==> src/rtl/irs_pkg.sv <==
package irs_pkg;

    typedef enum logic [2:0] {
        BK_INTERNAL = 3'd0,
        BK_OPFETCH  = 3'd1,
        BK_INTACK   = 3'd2,
        BK_REFRESH  = 3'd3,
        BK_MEMWR    = 3'd4,
        BK_MEMRD    = 3'd5
    } bus_kind_e;

    typedef enum logic [1:0] {
        GR_NONE  = 2'd0,
        GR_RESET = 2'd1,
        GR_NMI   = 2'd2,
        GR_IRQ   = 2'd3
    } grant_e;

    typedef enum logic [3:0] {
        ST_IDLE,
        ST_RST_WAIT,
        ST_NMI_FETCH,
        ST_NMI_REFRESH,
        ST_ACK,
        ST_ACK_REFRESH,
        ST_PUSH_HI,
        ST_PUSH_LO,
        ST_VEC_LO,
        ST_VEC_HI,
        ST_DONE
    } seq_state_e;

    localparam int HALF_W = 4;

    localparam logic [HALF_W-1:0] HC_RESET_INT   = 4'd6;
    localparam logic [HALF_W-1:0] HC_NMI_FETCH   = 4'd4;
    localparam logic [HALF_W-1:0] HC_NMI_REFRESH = 4'd6;
    localparam logic [HALF_W-1:0] HC_MEM         = 4'd6;
    localparam logic [HALF_W-1:0] HC_ACK_DIRECT  = 4'd8;
    localparam logic [HALF_W-1:0] HC_ACK_FULL    = 4'd10;
    localparam logic [HALF_W-1:0] HC_REFRESH     = 4'd4;

    localparam logic [1:0] MODE_DIRECT = 2'd0;
    localparam logic [1:0] MODE_TABLE  = 2'd2;

endpackage

==> src/rtl/irs_arbiter.sv <==
module irs_arbiter
    import irs_pkg::*;
(
    input  logic   idle,
    input  logic   at_boundary,
    input  logic   reset_req,
    input  logic   nmi_req,
    input  logic   irq_req,
    input  logic   irq_enabled,
    output grant_e grant
);

    always_comb begin
        grant = GR_NONE;
        if (idle && at_boundary) begin
            if (reset_req) begin
                grant = GR_RESET;
            end else if (nmi_req) begin
                grant = GR_NMI;
            end else if (irq_req && irq_enabled) begin
                grant = GR_IRQ;
            end
        end
    end

endmodule

==> src/rtl/irs_fsm.sv <==
module irs_fsm
    import irs_pkg::*;
(
    input  logic              clk,
    input  logic              rst_n,
    input  grant_e            grant,
    input  logic [1:0]        irq_mode,
    input  logic              bus_done,
    output seq_state_e        state,
    output logic [1:0]        mode_q,
    output logic              bus_req,
    output logic [2:0]        bus_kind,
    output logic [HALF_W-1:0] bus_half,
    output logic              bus_wait_en,
    output logic              busy,
    output logic              en_clear,
    output logic              en_save,
    output logic              pc_load,
    output logic              sp_load,
    output logic              op_inject,
    output logic              refresh_hold,
    output logic              reset_apply
);

    seq_state_e state_d;
    grant_e     src_q;
    logic       direct_mode;
    logic       table_mode;

    assign direct_mode = (mode_q == MODE_DIRECT);
    assign table_mode  = (mode_q == MODE_TABLE);

    always_comb begin
        state_d = state;
        unique case (state)
            ST_IDLE: begin
                unique case (grant)
                    GR_RESET: state_d = ST_RST_WAIT;
                    GR_NMI:   state_d = ST_NMI_FETCH;
                    GR_IRQ:   state_d = ST_ACK;
                    default:  state_d = ST_IDLE;
                endcase
            end
            ST_RST_WAIT:    if (bus_done) state_d = ST_DONE;
            ST_NMI_FETCH:   if (bus_done) state_d = ST_NMI_REFRESH;
            ST_NMI_REFRESH: if (bus_done) state_d = ST_PUSH_HI;
            ST_ACK:         if (bus_done) state_d = direct_mode ? ST_DONE : ST_ACK_REFRESH;
            ST_ACK_REFRESH: if (bus_done) state_d = ST_PUSH_HI;
            ST_PUSH_HI:     if (bus_done) state_d = ST_PUSH_LO;
            ST_PUSH_LO: begin
                if (bus_done) begin
                    state_d = (src_q == GR_IRQ && table_mode) ? ST_VEC_LO : ST_DONE;
                end
            end
            ST_VEC_LO:      if (bus_done) state_d = ST_VEC_HI;
            ST_VEC_HI:      if (bus_done) state_d = ST_DONE;
            ST_DONE:        state_d = ST_IDLE;
            default:        state_d = ST_IDLE;
        endcase
    end

    always_ff @(posedge clk or negedge rst_n) begin
        if (!rst_n) begin
            state  <= ST_IDLE;
            src_q  <= GR_NONE;
            mode_q <= 2'd0;
        end else begin
            state <= state_d;
            if (state == ST_IDLE && grant != GR_NONE) begin
                src_q <= grant;
                if (grant == GR_IRQ) begin
                    mode_q <= irq_mode;
                end
            end
        end
    end

    always_comb begin
        bus_req      = 1'b0;
        bus_kind     = BK_INTERNAL;
        bus_half     = '0;
        bus_wait_en  = 1'b0;
        busy         = 1'b1;
        en_clear     = 1'b0;
        en_save      = 1'b0;
        pc_load      = 1'b0;
        sp_load      = 1'b0;
        op_inject    = 1'b0;
        refresh_hold = 1'b0;
        reset_apply  = 1'b0;
        unique case (state)
            ST_IDLE: begin
                busy     = 1'b0;
                en_clear = (grant != GR_NONE);
                en_save  = (grant == GR_NMI);
            end
            ST_RST_WAIT: begin
                bus_req  = 1'b1;
                bus_kind = BK_INTERNAL;
                bus_half = HC_RESET_INT;
            end
            ST_NMI_FETCH: begin
                bus_req     = 1'b1;
                bus_kind    = BK_OPFETCH;
                bus_half    = HC_NMI_FETCH;
                bus_wait_en = 1'b1;
            end
            ST_NMI_REFRESH: begin
                bus_req  = 1'b1;
                bus_kind = BK_REFRESH;
                bus_half = HC_NMI_REFRESH;
            end
            ST_ACK: begin
                bus_req     = 1'b1;
                bus_kind    = BK_INTACK;
                bus_half    = direct_mode ? HC_ACK_DIRECT : HC_ACK_FULL;
                bus_wait_en = 1'b1;
            end
            ST_ACK_REFRESH: begin
                bus_req  = 1'b1;
                bus_kind = BK_REFRESH;
                bus_half = HC_REFRESH;
            end
            ST_PUSH_HI, ST_PUSH_LO: begin
                bus_req     = 1'b1;
                bus_kind    = BK_MEMWR;
                bus_half    = HC_MEM;
                bus_wait_en = 1'b1;
            end
            ST_VEC_LO, ST_VEC_HI: begin
                bus_req     = 1'b1;
                bus_kind    = BK_MEMRD;
                bus_half    = HC_MEM;
                bus_wait_en = 1'b1;
            end
            ST_DONE: begin
                unique case (src_q)
                    GR_RESET: reset_apply = 1'b1;
                    GR_IRQ: begin
                        if (direct_mode) begin
                            op_inject    = 1'b1;
                            refresh_hold = 1'b1;
                        end else begin
                            pc_load = 1'b1;
                            sp_load = 1'b1;
                        end
                    end
                    default: begin
                        pc_load = 1'b1;
                        sp_load = 1'b1;
                    end
                endcase
            end
            default: busy = 1'b0;
        endcase
    end

endmodule

==> src/rtl/irs_datapath.sv <==
module irs_datapath
    import irs_pkg::*;
#(
    parameter int                  ADDR_W     = 16,
    parameter int                  DATA_W     = 8,
    parameter logic [ADDR_W-1:0]   NMI_TARGET = 16'h0066,
    parameter logic [ADDR_W-1:0]   RST_TARGET = 16'h0038
) (
    input  logic              clk,
    input  logic              rst_n,
    input  seq_state_e        state,
    input  grant_e            grant,
    input  logic              bus_done,
    input  logic [DATA_W-1:0] bus_rdata,
    input  logic [DATA_W-1:0] vec_page,
    input  logic [ADDR_W-1:0] pc_cur,
    input  logic [ADDR_W-1:0] sp_cur,
    output logic [ADDR_W-1:0] bus_addr,
    output logic [DATA_W-1:0] bus_wdata,
    output logic [ADDR_W-1:0] pc_next,
    output logic [ADDR_W-1:0] sp_next,
    output logic [DATA_W-1:0] op_byte
);

    localparam logic [ADDR_W-1:0] ADDR_ONE = {{(ADDR_W-1){1'b0}}, 1'b1};

    logic [ADDR_W-1:0] pc_q;
    logic [ADDR_W-1:0] sp_q;
    logic [ADDR_W-1:0] tgt_q;
    logic [DATA_W-1:0] ack_q;
    logic [ADDR_W-1:0] ptr;
    logic [ADDR_W-1:0] sp_dec;

    assign ptr    = {vec_page, ack_q};
    assign sp_dec = sp_q - ADDR_ONE;

    always_ff @(posedge clk or negedge rst_n) begin
        if (!rst_n) begin
            pc_q  <= '0;
            sp_q  <= '0;
            tgt_q <= '0;
            ack_q <= '0;
        end else if (state == ST_IDLE) begin
            if (grant != GR_NONE) begin
                pc_q  <= pc_cur;
                sp_q  <= sp_cur;
                tgt_q <= (grant == GR_NMI) ? NMI_TARGET : RST_TARGET;
            end
        end else if (bus_done) begin
            unique case (state)
                ST_ACK:                 ack_q <= bus_rdata;
                ST_PUSH_HI, ST_PUSH_LO: sp_q <= sp_dec;
                ST_VEC_LO:              tgt_q[DATA_W-1:0] <= bus_rdata;
                ST_VEC_HI:              tgt_q[ADDR_W-1:DATA_W] <= bus_rdata;
                default: ;
            endcase
        end
    end

    always_comb begin
        bus_addr  = '0;
        bus_wdata = '0;
        unique case (state)
            ST_NMI_FETCH: bus_addr = pc_q;
            ST_PUSH_HI: begin
                bus_addr  = sp_dec;
                bus_wdata = pc_q[ADDR_W-1:DATA_W];
            end
            ST_PUSH_LO: begin
                bus_addr  = sp_dec;
                bus_wdata = pc_q[DATA_W-1:0];
            end
            ST_VEC_LO: bus_addr = ptr;
            ST_VEC_HI: bus_addr = ptr + ADDR_ONE;
            default: ;
        endcase
    end

    assign pc_next = tgt_q;
    assign sp_next = sp_q;
    assign op_byte = ack_q;

endmodule

==> src/rtl/irs_seq.sv <==
module irs_seq
    import irs_pkg::*;
#(
    parameter int                ADDR_W     = 16,
    parameter int                DATA_W     = 8,
    parameter logic [ADDR_W-1:0] NMI_TARGET = 16'h0066,
    parameter logic [ADDR_W-1:0] RST_TARGET = 16'h0038
) (
    input  logic              clk,
    input  logic              rst_n,
    input  logic              at_boundary,
    input  logic              reset_req,
    input  logic              nmi_req,
    input  logic              irq_req,
    input  logic              irq_enabled,
    input  logic [1:0]        irq_mode,
    input  logic [DATA_W-1:0] vec_page,
    input  logic [ADDR_W-1:0] pc_cur,
    input  logic [ADDR_W-1:0] sp_cur,
    output logic              bus_req,
    output logic [2:0]        bus_kind,
    output logic [HALF_W-1:0] bus_half,
    output logic              bus_wait_en,
    output logic [ADDR_W-1:0] bus_addr,
    output logic [DATA_W-1:0] bus_wdata,
    input  logic              bus_done,
    input  logic [DATA_W-1:0] bus_rdata,
    output logic              busy,
    output logic              en_clear,
    output logic              en_save,
    output logic              pc_load,
    output logic [ADDR_W-1:0] pc_next,
    output logic              sp_load,
    output logic [ADDR_W-1:0] sp_next,
    output logic              op_inject,
    output logic [DATA_W-1:0] op_byte,
    output logic              refresh_hold,
    output logic              reset_apply
);

    seq_state_e state;
    grant_e     grant;
    logic [1:0] mode_q;

    irs_arbiter u_arb (
        .idle        (state == ST_IDLE),
        .at_boundary (at_boundary),
        .reset_req   (reset_req),
        .nmi_req     (nmi_req),
        .irq_req     (irq_req),
        .irq_enabled (irq_enabled),
        .grant       (grant)
    );

    irs_fsm u_fsm (
        .clk          (clk),
        .rst_n        (rst_n),
        .grant        (grant),
        .irq_mode     (irq_mode),
        .bus_done     (bus_done),
        .state        (state),
        .mode_q       (mode_q),
        .bus_req      (bus_req),
        .bus_kind     (bus_kind),
        .bus_half     (bus_half),
        .bus_wait_en  (bus_wait_en),
        .busy         (busy),
        .en_clear     (en_clear),
        .en_save      (en_save),
        .pc_load      (pc_load),
        .sp_load      (sp_load),
        .op_inject    (op_inject),
        .refresh_hold (refresh_hold),
        .reset_apply  (reset_apply)
    );

    irs_datapath #(
        .ADDR_W     (ADDR_W),
        .DATA_W     (DATA_W),
        .NMI_TARGET (NMI_TARGET),
        .RST_TARGET (RST_TARGET)
    ) u_dp (
        .clk       (clk),
        .rst_n     (rst_n),
        .state     (state),
        .grant     (grant),
        .bus_done  (bus_done),
        .bus_rdata (bus_rdata),
        .vec_page  (vec_page),
        .pc_cur    (pc_cur),
        .sp_cur    (sp_cur),
        .bus_addr  (bus_addr),
        .bus_wdata (bus_wdata),
        .pc_next   (pc_next),
        .sp_next   (sp_next),
        .op_byte   (op_byte)
    );

endmodule

==> config.mk <==
export PLATFORM = sky130hd
export DESIGN_NAME = irs_seq
export DESIGN_NICKNAME = d
export VERILOG_FILES = /design/src/rtl/irs_pkg.sv /design/src/rtl/irs_arbiter.sv /design/src/rtl/irs_fsm.sv /design/src/rtl/irs_datapath.sv /design/src/rtl/irs_seq.sv
export SDC_FILE = /design/constraint.sdc
export NUM_CORES = 1
export LEC_CHECK = 0
export ABC_AREA = 1
export BUFFER_PORTS_ARGS = -buffer_cell sky130_fd_sc_hd__buf_2
export CORE_MARGIN = 1
export CORE_UTILIZATION = 39
export DETAILED_ROUTE_END_ITERATION = 10
export GPL_TIMING_DRIVEN = 0
export PLACE_DENSITY = 0.66
export RECOVER_POWER = 50
export REMOVE_ABC_BUFFERS = 1
export SLEW_MARGIN = 20
export SYNTH_ARGS = -nofsm -noshare
export SYNTH_HDL_FRONTEND = slang
export SYNTH_HIERARCHICAL = 1
export SYNTH_SLANG_ARGS = --single-unit
==> constraint.sdc <==
create_clock -name clk -period 1.9 [get_ports clk]
set_input_delay 0.38 -clock clk [delete_from_list [all_inputs] [get_ports clk]]
set_output_delay 0.38 -clock clk [all_outputs]
set_load 0.01 [all_outputs]
**Word-level counts from Yosys, hierarchy flattened**

Index checks and enable logic that the tools add are counted.

- $add $sub $neg: 2
- Equal/unequal tests: 24
- Muxes and demuxes: 43
- Bitwise operators: 1
- Reductions and logical operators: 27

Operators by type and width:

| cell | number |
|---|---|
| $mux W16 | 7 |
| $pmux W16 S4 | 1 |
| $mux W4 | 8 |
| $pmux W4 S8 | 1 |
| $add A16 B1 Y16 const B | 1 |
| $eq A4 B3 Y1 const B | 4 |
| $mux W8 | 2 |
| $pmux W8 S2 | 1 |
| $sub A16 B1 Y16 const B | 1 |
| $pmux W3 S5 | 1 |
| $eq A4 B4 Y1 const B | 3 |
| $mux W1 | 12 |
| $mux W2 | 6 |
| $pmux W4 S3 | 1 |
| $reduce_and A3 Y1 | 4 |
| $reduce_or A6 Y1 | 2 |
| $ne A2 B2 Y1 const B | 5 |
| $reduce_bool A2 Y1 | 5 |
| $reduce_or A10 Y1 | 1 |
| $reduce_or A2 Y1 | 5 |
| $pmux W3 S3 | 1 |
| $reduce_or A9 Y1 | 1 |
| $eq A2 B2 Y1 const B | 4 |
| $eq A4 B2 Y1 const B | 2 |
| 11 further kinds | 18 |

- Register bits after elaboration: 64
- Input bits: 58
- Word-level logic and storage cells: 105

**Depth between registers and ports, before layout**

Gate-level depths: netlist (run 1).

- Depth in word-level cells: 9
- Depth in mapped cells: 14
- Gate-level depth less buffers: 13

**Hierarchy**

The synthesis (run 1) kept the hierarchy.

By module, submodules not included:

| module | instances | cells an instance | area an instance (µm²) | seq. area each (µm²) |
|---|---|---|---|---|
| irs_datapath | 1 | 581 | 3759.9 | 1401.3 |
| irs_fsm | 1 | 114 | 723.2 | 200.2 |
| irs_arbiter | 1 | 8 | 43.8 | 0.0 |
| irs_seq | 1 | 7 | 26.3 | 0.0 |

**Worst setup path before layout (run 1)**

No wires, ideal clock.

- Path type: flip-flop to flip-flop
- Start: register u_fsm.state[0]
- End: register u_dp.sp_q[6] (netlist: u_dp/sp_next[6])
- Library setup time: 116 ps
- Arrival time: 1797 ps
- Data required time: 1784 ps
- Setup slack: -14 ps
- Cell stages (with the launch flop): 14
- Path buffers: 1
- Period minus slack after synthesis: 1914 ps
- Cells stage by stage: dfrtp_1 -> inv_1 -> nand2_1 -> nor2_1 -> nand3_1 -> nor2_1 -> nor2_1 -> nor2_8 -> inv_4 -> nand2_2 -> inv_2 -> buf_2 -> nand2_1 -> nand2_1

- Longest elaborated chain between the ends: 6
- Elaborated cells between the ends (all ways): 12

RTL lines:

| item | RTL line | text |
|---|---|---|
| from (decl) | irs_fsm.sv:9 | `output seq_state_e state,` |
| from (signal assigned) | irs_fsm.sv:68 | `state <= state_d;` |
| $logic_not A4 Y1 | irs_seq.sv:46 | `.idle (state == ST_IDLE),` |
| $logic_and A1 B1 Y1 | irs_arbiter.sv:15 | `if (idle && at_boundary) begin` |
| $mux W2 | irs_arbiter.sv:15 |  |
| named net grant[1] | irs_seq.sv:42 | `grant_e grant;` |
| $reduce_bool A2 Y1 | irs_datapath.sv:44 | `if (grant != GR_NONE) begin` |
| $ne A2 B1 Y1 (no source line) | -- |  |
| $reduce_and A3 Y1 (no source line) | -- |  |
| to (signal assigned) | irs_datapath.sv:46 | `sp_q <= sp_cur;` |
| to (signal assigned) | irs_datapath.sv:52 | `ST_PUSH_HI, ST_PUSH_LO: sp_q <= sp_dec;` |
| to (decl) | irs_datapath.sv:28 | `logic [ADDR_W-1:0] sp_q;` |

The timed path passes the listed nets, and every way through them passes these cells.
A chain may end at the register's enable or synchronous reset.

**Worst setup path after layout (run 1)**

- Start: register u_fsm.state[2]
- End: output port bus_addr[5]

- Longest elaborated chain between the ends: 3
- Elaborated cells between the ends (all ways): 7

RTL lines:

| item | RTL line | text |
|---|---|---|
| $eq A4 B3 Y1 | irs_datapath.sv:63 | `unique case (state)` |
| $reduce_or A2 Y1 (no source line) | -- |  |
| $pmux W16 S4 * | irs_datapath.sv:63 |  |
| to (decl) | irs_seq.sv:24 | `output logic [ADDR_W-1:0] bus_addr,` |

Every way passes the cells marked *; elsewhere a longest branch is shown, timed or not.

==> flow_summary.json, run 1 <==
{
  "register_area_um2": 1623,
  "cts_root_buffer": "clkbuf_16",
  "clk_latency_ns": 0.33,
  "path_max_fanout": 17,
  "cts_tree": "yes",
  "grt.total_usage_pct": 27.11,
  "fin_skew_ns": 0.006650,
  "worstReg2RegStart": "u_fsm/state[1]$_DFFE_PN0P_",
  "maxCapViolCount": 0,
  "wire_per_inst_um": 16.01,
  "routed_wl_mm": 17.31,
  "r2r-end": "u_dp/pc_next[12]$_DFFE_PN0P_",
  "peakVddDrop_uv": 806.0,
  "worstSetupPathType": "flip-flop to primary output",
  "outcome": "finished with violations",
  "ant_nets": 0,
  "die-area_um2": 12110,
  "area_growth_pct": 63.64,
  "grt_pass1_vias": 5054,
  "use_met3_pct": 4.938,
  "nNetsFinal": 993,
  "timing.final.ws_setup_ns": -0.2712,
  "multi_input_area_um2": 3241,
  "top_usage_layer": "met2",
  "overflow": 0,
  "grt_pass1_wl_mm": 24.77,
  "setup_viol": 92,
  "die_y_um": 110.1,
  "routed_via_density": 5.248,
  "power.static_leakage_nw": 3.912,
  "max_stage_delay_ns": 0.45,
  "syn_area_per_cell_um2": 6.413,
  "synth_cell_types": 37,
  "r2r_cells": 15,
  "initialDrtViolationCount": 413,
  "slowest_stage": "dfrtp_2",
  "p_int_mw": 6.478,
  "switching_share_pct": 47.24,
  "rsz0062_at_grt": "yes",
  "fin_crit_sh_pct": 114.3,
  "numCtsBuffers": 9,
  "critPathLaunch": "u_fsm/state[2]$_DFFE_PN0P_",
  "worst_slew_pin_slew_ns": 0.6451,
  "worst_hold_path.endpoint": "u_dp/pc_q[3]$_DFFE_PN0P_",
  "dr_total_vias": 5673,
  "violations": "negative setup slack",
  "met1_usage_pct": 35.15,
  "portBuffers": 137,
  "clk_pin_slew_worst_paths_ns": 0.06,
  "initial_core_util_pct": 39.88,
  "pin_count": 139,
  "pwr-share-comb_pct": 61.6,
  "nFillCells": 969,
  "synth_seq_cells": 64,
  "min_path_type": "primary input to flip-flop",
  "fp.dieW_um": 110.1,
  "crit_path_start_kind": "flip-flop",
  "switchingPower_mw": 5.800,
  "rrSetupSlack_ns": -0.23,
  "power_density_nw_per_um2": 1648,
  "worst_ep_required_time_ns": 1.52,
  "antenna_found_initial": 1,
  "seq_area_frac_synth_pct": 35.17,
  "hold_ws_ns": 0.2560,
  "arrival_ns": 1.79,
  "gp_congestion": 0.9096,
  "drv_slew": 0,
  "num_antenna_cells": 0,
  "min_from": "pc_cur[3]",
  "hpwl_mm": 10.10,
  "syn_inst": 710,
  "core_um2": 11420,
  "clkPwrFrac_pct": 16.9,
  "timing.fmax_mhz": 460.6,
  "worstSetupEndpointType": "primary output",
  "htree_levels": 3,
  "min_period_ns": 2.171,
  "use_met2_pct": 42.95,
  "syn-cell-area_um2": 4553,
  "pwr-share-seq_pct": 21.5,
  "grt_max_degree": 42,
  "drc": 0,
  "drive_gt1_share_pct": 47.44,
  "p_total_mw": 12.28,
  "num_rows": 39,
  "cts_buffer_depth": 2,
  "yosys_warnings": 6,
  "firstDrtPassIters": 5,
  "hold_viol": 0,
  "cts_sinks": 64,
  "min_path_cells": 3,
  "slew_headroom_pct": 56.99,
  "cp_cell_sequence": "buf_12 > nor2_4 > nand2_2 > nor2_4 > buf_12 > nand3_1 > nand4_1 > buf_2"
}
==> layout by cell type, fill, tap and decap left out, drive strengths merged <==
cell | synthesis | final
clkinv | 2 | 3
conb | 1 | 1
o21ai | 58 | 58
ha | 2 | 2
nand3b | 8 | 8
o221ai | 1 | 1
nand3 | 64 | 64
nor2 | 96 | 97
o21a | 1 | 1
clkbuf | 4 | 13
dfrtp | 64 | 64
buf | 15 | 223
xor2 | 4 | 4
o22ai | 19 | 19
o2111ai | 1 | 1
nand2 | 246 | 248
inv | 99 | 99
nand4 | 6 | 6
xnor2 | 1 | 1
o211ai | 4 | 4
dlygate4sd3 | 0 | 1
a21oi | 6 | 6
or2 | 4 | 4
clkinvlp | 0 | 2
bufinv | 0 | 4
nor3 | 4 | 4
==> synth_stat cells, drive strengths merged <==
library cell / n / share of area (%)
nor3: 4 / 0.44
nand4: 6 / 0.82
nand3: 64 / 7.1
nand3b: 8 / 1.3
o221ai: 1 / 0.19
a21oi: 6 / 0.82
buf: 15 / 2.0
o211ai: 4 / 0.66
or2: 4 / 0.55
o21ai: 58 / 6.6
clkbuf: 4 / 0.33
inv: 99 / 8.3
nor2: 96 / 9.9
xnor2: 1 / 0.19
conb: 1 / 0.082
nand2: 246 / 21
o22ai: 19 / 2.6
xor2: 4 / 0.77
dfrtp: 64 / 35
o21a: 1 / 0.16
clkinv: 2 / 0.16
o2111ai: 1 / 0.19
ha: 2 / 0.55
==> through the flow <==
stage	setup TNS, ns	area (um2)	instances	worst slack, ns	util, %
CTS	-5.556	6809	1057	-0.2106	59.63
detailed placement	-30.83	5333	972	-0.7719	46.70
finish	-11.64	7451	1081	-0.2712	65.25
global route	-20.46	7451	1081	-0.3343	65.25
floorplan	-3.640	4446	691	-0.2515	-
global placement	-30.32	5310	971	-0.7796	46.50
==> repair_timing <==
action	in CTS	in global routing
resized for setup	168	121
buffers inserted	64	26
cloned	4	2
endpoints found under the setup margin	86	91
endpoints found under the hold margin	23	0
pin swaps	48	31
hold buffers	1	0
==> cells by family after synthesis <==
logic type	share of synthesized area, %
other cells	0.08236
flops	35.17
compound gates	11.27
fa+ha+maj	0.5495
xor+xnor	0.9618
simple gates	41.16
buf+inv	10.80
==> power by group through the flow <==
| stage | Clock, mW | Combinational, mW | Sequential, mW |
|---|---|---|---|
| final | 2.07 | 7.56 | 2.64 |
| after global routing | 2.15 | 8.18 | 2.71 |
| after CTS | 2.08 | 6.47 | 2.58 |
| after detailed placement | 0 | 4.69 | 2.66 |
| after global placement | 0 | 4.66 | 2.68 |
| after floorplan | 0 | 2.99 | 2.66 |
==> routing by layer <==
metal | wire length, um | up-vias | share of wire (%)
met3 | 1288 | 44 | 7.4
met5 | 10 | - | 0.058
met1 | 7259 | 2649 | 42
met2 | 8189 | 275 | 47
li1 | - | 2703 | -
met4 | 564 | 2 | 3.3
==> flip-flops by register name (all words and copies together) (netlist names) <==
name / cells
u_dp/op_byte: 8
u_fsm/state: 4
u_dp/sp_next: 16
u_fsm/mode_q: 2
u_fsm/src_q: 2
u_dp/pc_next: 16
u_dp/pc_q: 16
==> worst max-delay path, delay by kind of cell, from the launching register on <==
kind | cells | cell delay [ns]
DFF | 1 | 0.45
buffers and inverters | 3 | 0.46
and+or+nand+nor | 5 | 0.54
==> cell type report <==
type | instances | area share, %
Clock buffer | 9 | 3.023
Clock inverter | 7 | 1.931
Timing Repair Buffer | 228 | 21.71
Tap cell | 143 | 2.401
Sequential cell | 64 | 21.78
Multi-Input combinational cell | 529 | 43.49
Inverter | 101 | 5.659
==> worst max-delay path by stage <==
stage	to	slack (ns)	depth (start not counted)
global route	bus_addr[14]	-0.33	7
CTS	bus_addr[10]	-0.21	10
detailed placement	u_dp/sp_next[15]$_DFFE_PN0P_	-0.77	13
global placement	u_dp/sp_next[7]$_DFFE_PN0P_	-0.78	13
floorplan	u_dp/sp_next[10]$_DFFE_PN0P_	-0.25	13
finish	bus_addr[5]	-0.27	8
(Power assumes the default switching activity.)
==> run 2: changes to the inputs <==
CORE_UTILIZATION = 47   (was 39)
PLACE_DENSITY = 0.77   (was 0.66)
==> run 2 against run 1 <==
Effect of this change:
- the run still ends with negative setup slack left
- register-to-register slack worse by 0.04 ns
- non-clock buffer count down 8
- power down 0.95%
- clock-buffer cell count up 1
- largest cell class unchanged
- largest power group unchanged
==> flow_summary.json, run 2 (synthesis results as in run 1) <==
{
  "outcome": "finished with violations",
  "violations": "negative setup slack",
  "hold_ws_ns": 0.2148,
  "die_y_um": 100.4,
  "numCtsBuffers": 9,
  "grt_pass1_vias": 5275,
  "cts_sinks": 64,
  "crit_path_start_kind": "flip-flop",
  "slowest_stage": "dfrtp_2",
  "pin_count": 139,
  "gp_congestion": 0.8898,
  "grt_max_degree": 52,
  "final_cell_mix": "nand2_1, buf_2, inv_1",
  "maxCapViolCount": 0,
  "fin_crit_sh_pct": 121.4,
  "nNetsFinal": 987,
  "cts_buffer_depth": 2,
  "clk_latency_ns": 0.37,
  "rsz0062_at_grt": "yes",
  "min_period_ns": 2.307,
  "drc": 0,
  "area_growth_pct": 59.44,
  "drv_slew": 0,
  "final_core_util_pct": 77.83,
  "core_um2": 9328,
  "worst_ep_required_time_ns": 1.52,
  "htree_levels": 3,
  "design_area_um2": 7259,
  "cp_common_cell": "nand2_1",
  "num_antenna_cells": 0,
  "nFillCells": 582,
  "overflow": 0,
  "drive_gt1_share_pct": 46.78,
  "wire_per_inst_um": 19.39,
  "pre_cts_slack_ns": -0.7512,
  "timing.final.ws_setup_ns": -0.4073,
  "peakVddDrop_uv": 1000,
  "hpwl_mm": 10.11,
  "antenna_found_initial": 0,
  "grt.total_usage_pct": 30.74,
  "cts_root_buffer": "clkbuf_8",
  "num_rows": 35,
  "arrival_ns": 1.93,
  "worstSetupEndpointType": "primary output",
  "cp_cell_sequence": "nor2_1 > nand2_1 > nor2_4 > nand2_1 > nand2_1 > nand2_1 > nand2_1 > nand3_2 > buf_6",
  "slew_headroom_pct": 42.86,
  "setup_viol": 91,
  "fin_skew_ns": 0.02224,
  "fp.dieW_um": 100.4,
  "max_stage_delay_ns": 0.46,
  "ant_nets": 0,
  "firstDrtPassIters": 8,
  "grt_pass1_wl_mm": 24.40,
  "rrSetupSlack_ns": -0.27,
  "power.static_leakage_nw": 3.786,
  "placement.cell_area_um2": 5323,
  "dr_total_vias": 6362,
  "portBuffers": 137,
  "initial_core_util_pct": 48.81,
  "final_common_cell": "nand2_1",
  "power_density_nw_per_um2": 1675,
  "layout.cells.non_filler": 1061,
  "min_path_type": "primary input to flip-flop",
  "path_max_fanout": 6,
  "clk_pin_slew_worst_paths_ns": 0.10,
  "routed_wl_mm": 20.57,
  "hold_viol": 0,
  "worst_slew_pin_slew_ns": 0.8572,
  "initialDrtViolationCount": 704,
  "die-area_um2": 10090,
  "timing.fmax_mhz": 433.4,
  "cts_tree": "yes",
  "dpl.cell_count": 958,
  "routed_via_density": 5.996,
  "worstSetupPathType": "flip-flop to primary output"
}
## run 2: worst paths after layout
check                                        startpoint                      endpoint  cells after the start
max in group asynchronous                         rst_n   u_dp/op_byte[7]$_DFFE_PN0P_                      3
min                                         irq_mode[1]   u_fsm/mode_q[1]$_DFFE_PN0P_                      3
max reg2reg                  u_fsm/state[0]$_DFFE_PN0P_   u_dp/sp_next[1]$_DFFE_PN0P_                     14
max                         u_dp/sp_next[5]$_DFFE_PN0P_                  bus_addr[15]                      9
min reg2reg                u_dp/pc_next[15]$_DFFE_PN0P_  u_dp/pc_next[15]$_DFFE_PN0P_                      2
min in group asynchronous                         rst_n   u_dp/sp_next[9]$_DFFE_PN0P_                      2
## run 2: power breakdown
part           switching, mW  internal, mW
clock                  0.641         0.614
combinational           5.00          3.19
sequential             0.715          2.00
## run 2: final cells by class
class | instances | area (um2) | share of cell area [%]
multi-input cells | 530 | 3267 | 45.00
flip-flops and latches | 64 | 1622 | 22.34
repair buffers | 220 | 1593 | 21.94
inverters | 101 | 414.1 | 5.705
well taps | 129 | 161.4 | 2.223
clock buffers | 10 | 127.6 | 1.758
clock inverters | 6 | 68.82 | 0.9479
repair inverters | 1 | 6.256 | 0.08618
## run 2: layer usage
layer / track usage [%] / wire [um] / vias to the layer above
met4: 14.60 / 1432 / 0
li1: - / - / 2676
met2: 50.74 / 9474 / 621
met3: 6.058 / 2480 / 172
met1: 38.67 / 7187 / 2893
met5: 0 / 0 / -
## run 2: per-stage QoR
step	total power [mW]	TNS, ns
after floorplan	5.649	-3.640
after global placement	7.204	-26.20
after detailed placement	7.348	-28.97
after CTS	9.782	-8.974
after global routing	12.70	-25.13
final	12.16	-18.57
## run 2: worst max-delay path, delay by kind of cell, from the launching register on
family | cells | cell delay [ns]
and+or+nand+nor | 8 | 0.96
DFF | 1 | 0.46
buffers and inverters | 1 | 0.14
## run 2: repair_timing
action / 4_1_cts / 5_1_grt
pin swaps: 35 / 36
hold endpoints to repair: 13 / 0
setup endpoints to repair: 88 / 81
resized for setup: 125 / 156
setup buffers: 38 / 42
gates cloned: 1 / 6
hold buffers: 1 / 0
==> run 3: changes to the inputs <==
ABC_AREA = default   (was 1)
PLACE_DENSITY = 0.78   (was 0.77)
==> run 3 against run 2 <==
Effect of this change:
- the run ends with design-rule violations, negative setup slack left
- cell count down 20%
- power up 11%
- maximum frequency down 17%
- clock-buffer cell count up 1
- synthesized area down 5.2%
- sequential power up 10%
- non-clock buffer count up 42
- design area up 2.0%
- clock skew down 0.0011 ns
- core utilization up 6.3 points
- critical path depth down 3
- critical endpoint is now bus_addr[7]
==> flow_summary.json, run 3 <==
{
  "wl_met3_mm": 2.309,
  "synth_area_leaders": "dfrtp_1, nand2_1, mux2_2",
  "synth_seq_cells": 64,
  "initialDrtViolationCount": 959,
  "power_density_nw_per_um2": 1823,
  "p_total_mw": 13.50,
  "pin_count": 139,
  "num_antenna_cells": 0,
  "worstSetupPathType": "flip-flop to primary output",
  "rrSetupSlack_ns": -0.49,
  "arrival_ns": 2.41,
  "cts_sinks": 64,
  "placement.cell_area_um2": 4985,
  "clk_latency_ns": 0.37,
  "maxCapViolCount": 0,
  "syn_area_per_cell_um2": 8.751,
  "min_from": "irq_mode[1]",
  "power.static_leakage_nw": 3.372,
  "slew_headroom_pct": 52.81,
  "crit_family": "simple AND/OR/NAND/NOR gates",
  "drive_gt1_share_pct": 58.14,
  "hold_ws_ns": 0.2540,
  "timing.fmax_mhz": 359.0,
  "min_path_cells": 2,
  "nNetsFinal": 798,
  "synth_cell_types": 59,
  "grt_max_degree": 39,
  "grt_pass1_wl_mm": 28.46,
  "top_layer": "met4",
  "final_common_cell": "buf_2",
  "cts_buffer_depth": 2,
  "synthTopCellsByCount": "nand2_1, dfrtp_1, nor2_1, o21ai_0, a21oi_1",
  "fin_skew_ns": 0.02111,
  "worst_hold_path.endpoint": "u_fsm/mode_q[1]$_DFFE_PN0P_",
  "worst_ep_required_time_ns": 1.52,
  "drc": 18,
  "ant_nets": 0,
  "firstDrtPassIters": 9,
  "setup_viol": 90,
  "routed_via_density": 6.619,
  "path_buf_inv": 2,
  "yosys.area.top_type": "dfrtp_1",
  "seq_area_frac_synth_pct": 37.12,
  "r2r_cells": 11,
  "drv_slew": 0,
  "portBuffers": 137,
  "gp_congestion": 0.8881,
  "design_area_um2": 7407,
  "area_growth_pct": 71.69,
  "timing.final.ws_setup_ns": -0.8856,
  "synth_edf_count": 0,
  "routed_wl_mm": 20.44,
  "dpl.cell_count": 705,
  "core_um2": 8806,
  "outcome": "finished with violations",
  "rsz0062_at_grt": "yes",
  "wire_per_inst_um": 24.01,
  "final_cell_mix": "buf_2, buf_4, nand2_1",
  "wl_met1_mm": 7.056,
  "yosys.area.top_type_share_pct": 37.12,
  "hold_viol": 0,
  "fp.dieW_um": 97.81,
  "cts_tree": "yes",
  "max_stage_delay_ns": 0.59,
  "clk_pin_slew_worst_paths_ns": 0.09,
  "htree_levels": 3,
  "dr_total_vias": 5633,
  "crit_path_start_kind": "flip-flop",
  "register_area_um2": 1623,
  "syn_inst": 493,
  "slowest_stage": "or4_4",
  "cts_root_buffer": "clkbuf_8",
  "grt_pass1_vias": 5268,
  "hpwl_mm": 9.010,
  "met2WireLength_mm": 9.726,
  "cp_cell_sequence": "or4_4 > buf_4 > nor4_4 > xnor2_1 > o221ai_1 > buf_2",
  "numCtsBuffers": 9,
  "die_y_um": 97.81,
  "worstSetupEndpointType": "primary output",
  "worstReg2RegStart": "u_fsm/state[3]$_DFFE_PN0P_",
  "worst_slew_pin_slew_ns": 0.7078,
  "path_max_fanout": 4,
  "peakVddDrop_uv": 902.6,
  "ys.flop_type": "dfrtp_1",
  "min_path_type": "primary input to flip-flop",
  "initial_core_util_pct": 48.99,
  "min_period_ns": 2.786,
  "synth.most_common_cell": "nand2_1",
  "r2r-end": "u_dp/sp_next[6]$_DFFE_PN0P_",
  "die-area_um2": 9566,
  "antenna_found_initial": 0,
  "multi_input_area_um2": 3333,
  "violations": "design-rule violations, negative setup slack",
  "num_rows": 34,
  "syn-cell-area_um2": 4314,
  "layout.cells.non_filler": 851,
  "overflow": 0,
  "yosys_warnings": 6,
  "grt.total_usage_pct": 38.64,
  "fin_crit_sh_pct": 146.6,
  "nFillCells": 431,
  "synthArstFlopShare_pct": 100.0
}
## run 3: where the power goes
group	internal, mW	switching (mW)
clock network	0.909	0.600
logic	4.22	4.77
registers	2.04	0.957
## run 3: worst max path at each step
stage	from	to	cells past startpoint
2_1_floorplan	u_fsm/state[0]$_DFFE_PN0P_	u_dp/sp_next[1]$_DFFE_PN0P_	8
3_3_place_gp	u_fsm/state[0]$_DFFE_PN0P_	u_dp/sp_next[9]$_DFFE_PN0P_	8
3_5_place_dp	u_fsm/state[1]$_DFFE_PN0P_	u_dp/sp_next[7]$_DFFE_PN0P_	8
4_1_cts	u_dp/sp_next[1]$_DFFE_PN0P_	bus_addr[11]	7
5_1_grt	u_dp/sp_next[7]$_DFFE_PN0P_	bus_addr[13]	7
6_report	u_dp/sp_next[2]$_DFFE_PN0P_	bus_addr[7]	6
## run 3: stage by stage
step	util, %	setup TNS (ns)	setup WS, ns
floorplan	-	-60.96	-0.9813
CTS	77.52	-26.23	-0.7711
finish	84.11	-36.33	-0.8856
global route	84.11	-43.55	-0.9732
detailed placement	56.61	-114.41	-1.816
global placement	56.11	-126.79	-1.988
## run 3: timing repair
item / in CTS / in global routing
hold endpoints to repair: 26 / 0
pin swaps: 56 / 48
gates cloned: 7 / 4
gates resized for setup: 195 / 95
hold buffers: 1 / 0
setup endpoints to repair: 104 / 100
buffers inserted: 96 / 41
## run 3: final cells by class
cell class	count	share of cell area, %
sequential	64	21.91
timing repair buffer	262	27.35
tap	108	1.824
clock buffer	11	1.909
multi-input combinational	391	45.00
clock inverter	5	1.402
inverter	10	0.6081
## run 3: kinds of logic (layout without fill, tap and decap cells)
logic type,after synthesis,count (layout),synth area share [%]
flops,64,64,37.12
fa+ha+maj,3,3,0.8120
compound gates,134,139,19.84
mux,35,35,8.846
simple gates,182,184,22.04
other cells,1,1,0.08692
xor+xnor,29,29,5.887
buf+inv,45,288,5.365
## run 3: metal layers
metal | track usage (%) | vias up
met5 | 0.5128 | -
met4 | 22.61 | 0
met3 | 8.805 | 144
met2 | 65.19 | 493
met1 | 45.19 | 2692
li1 | - | 2304
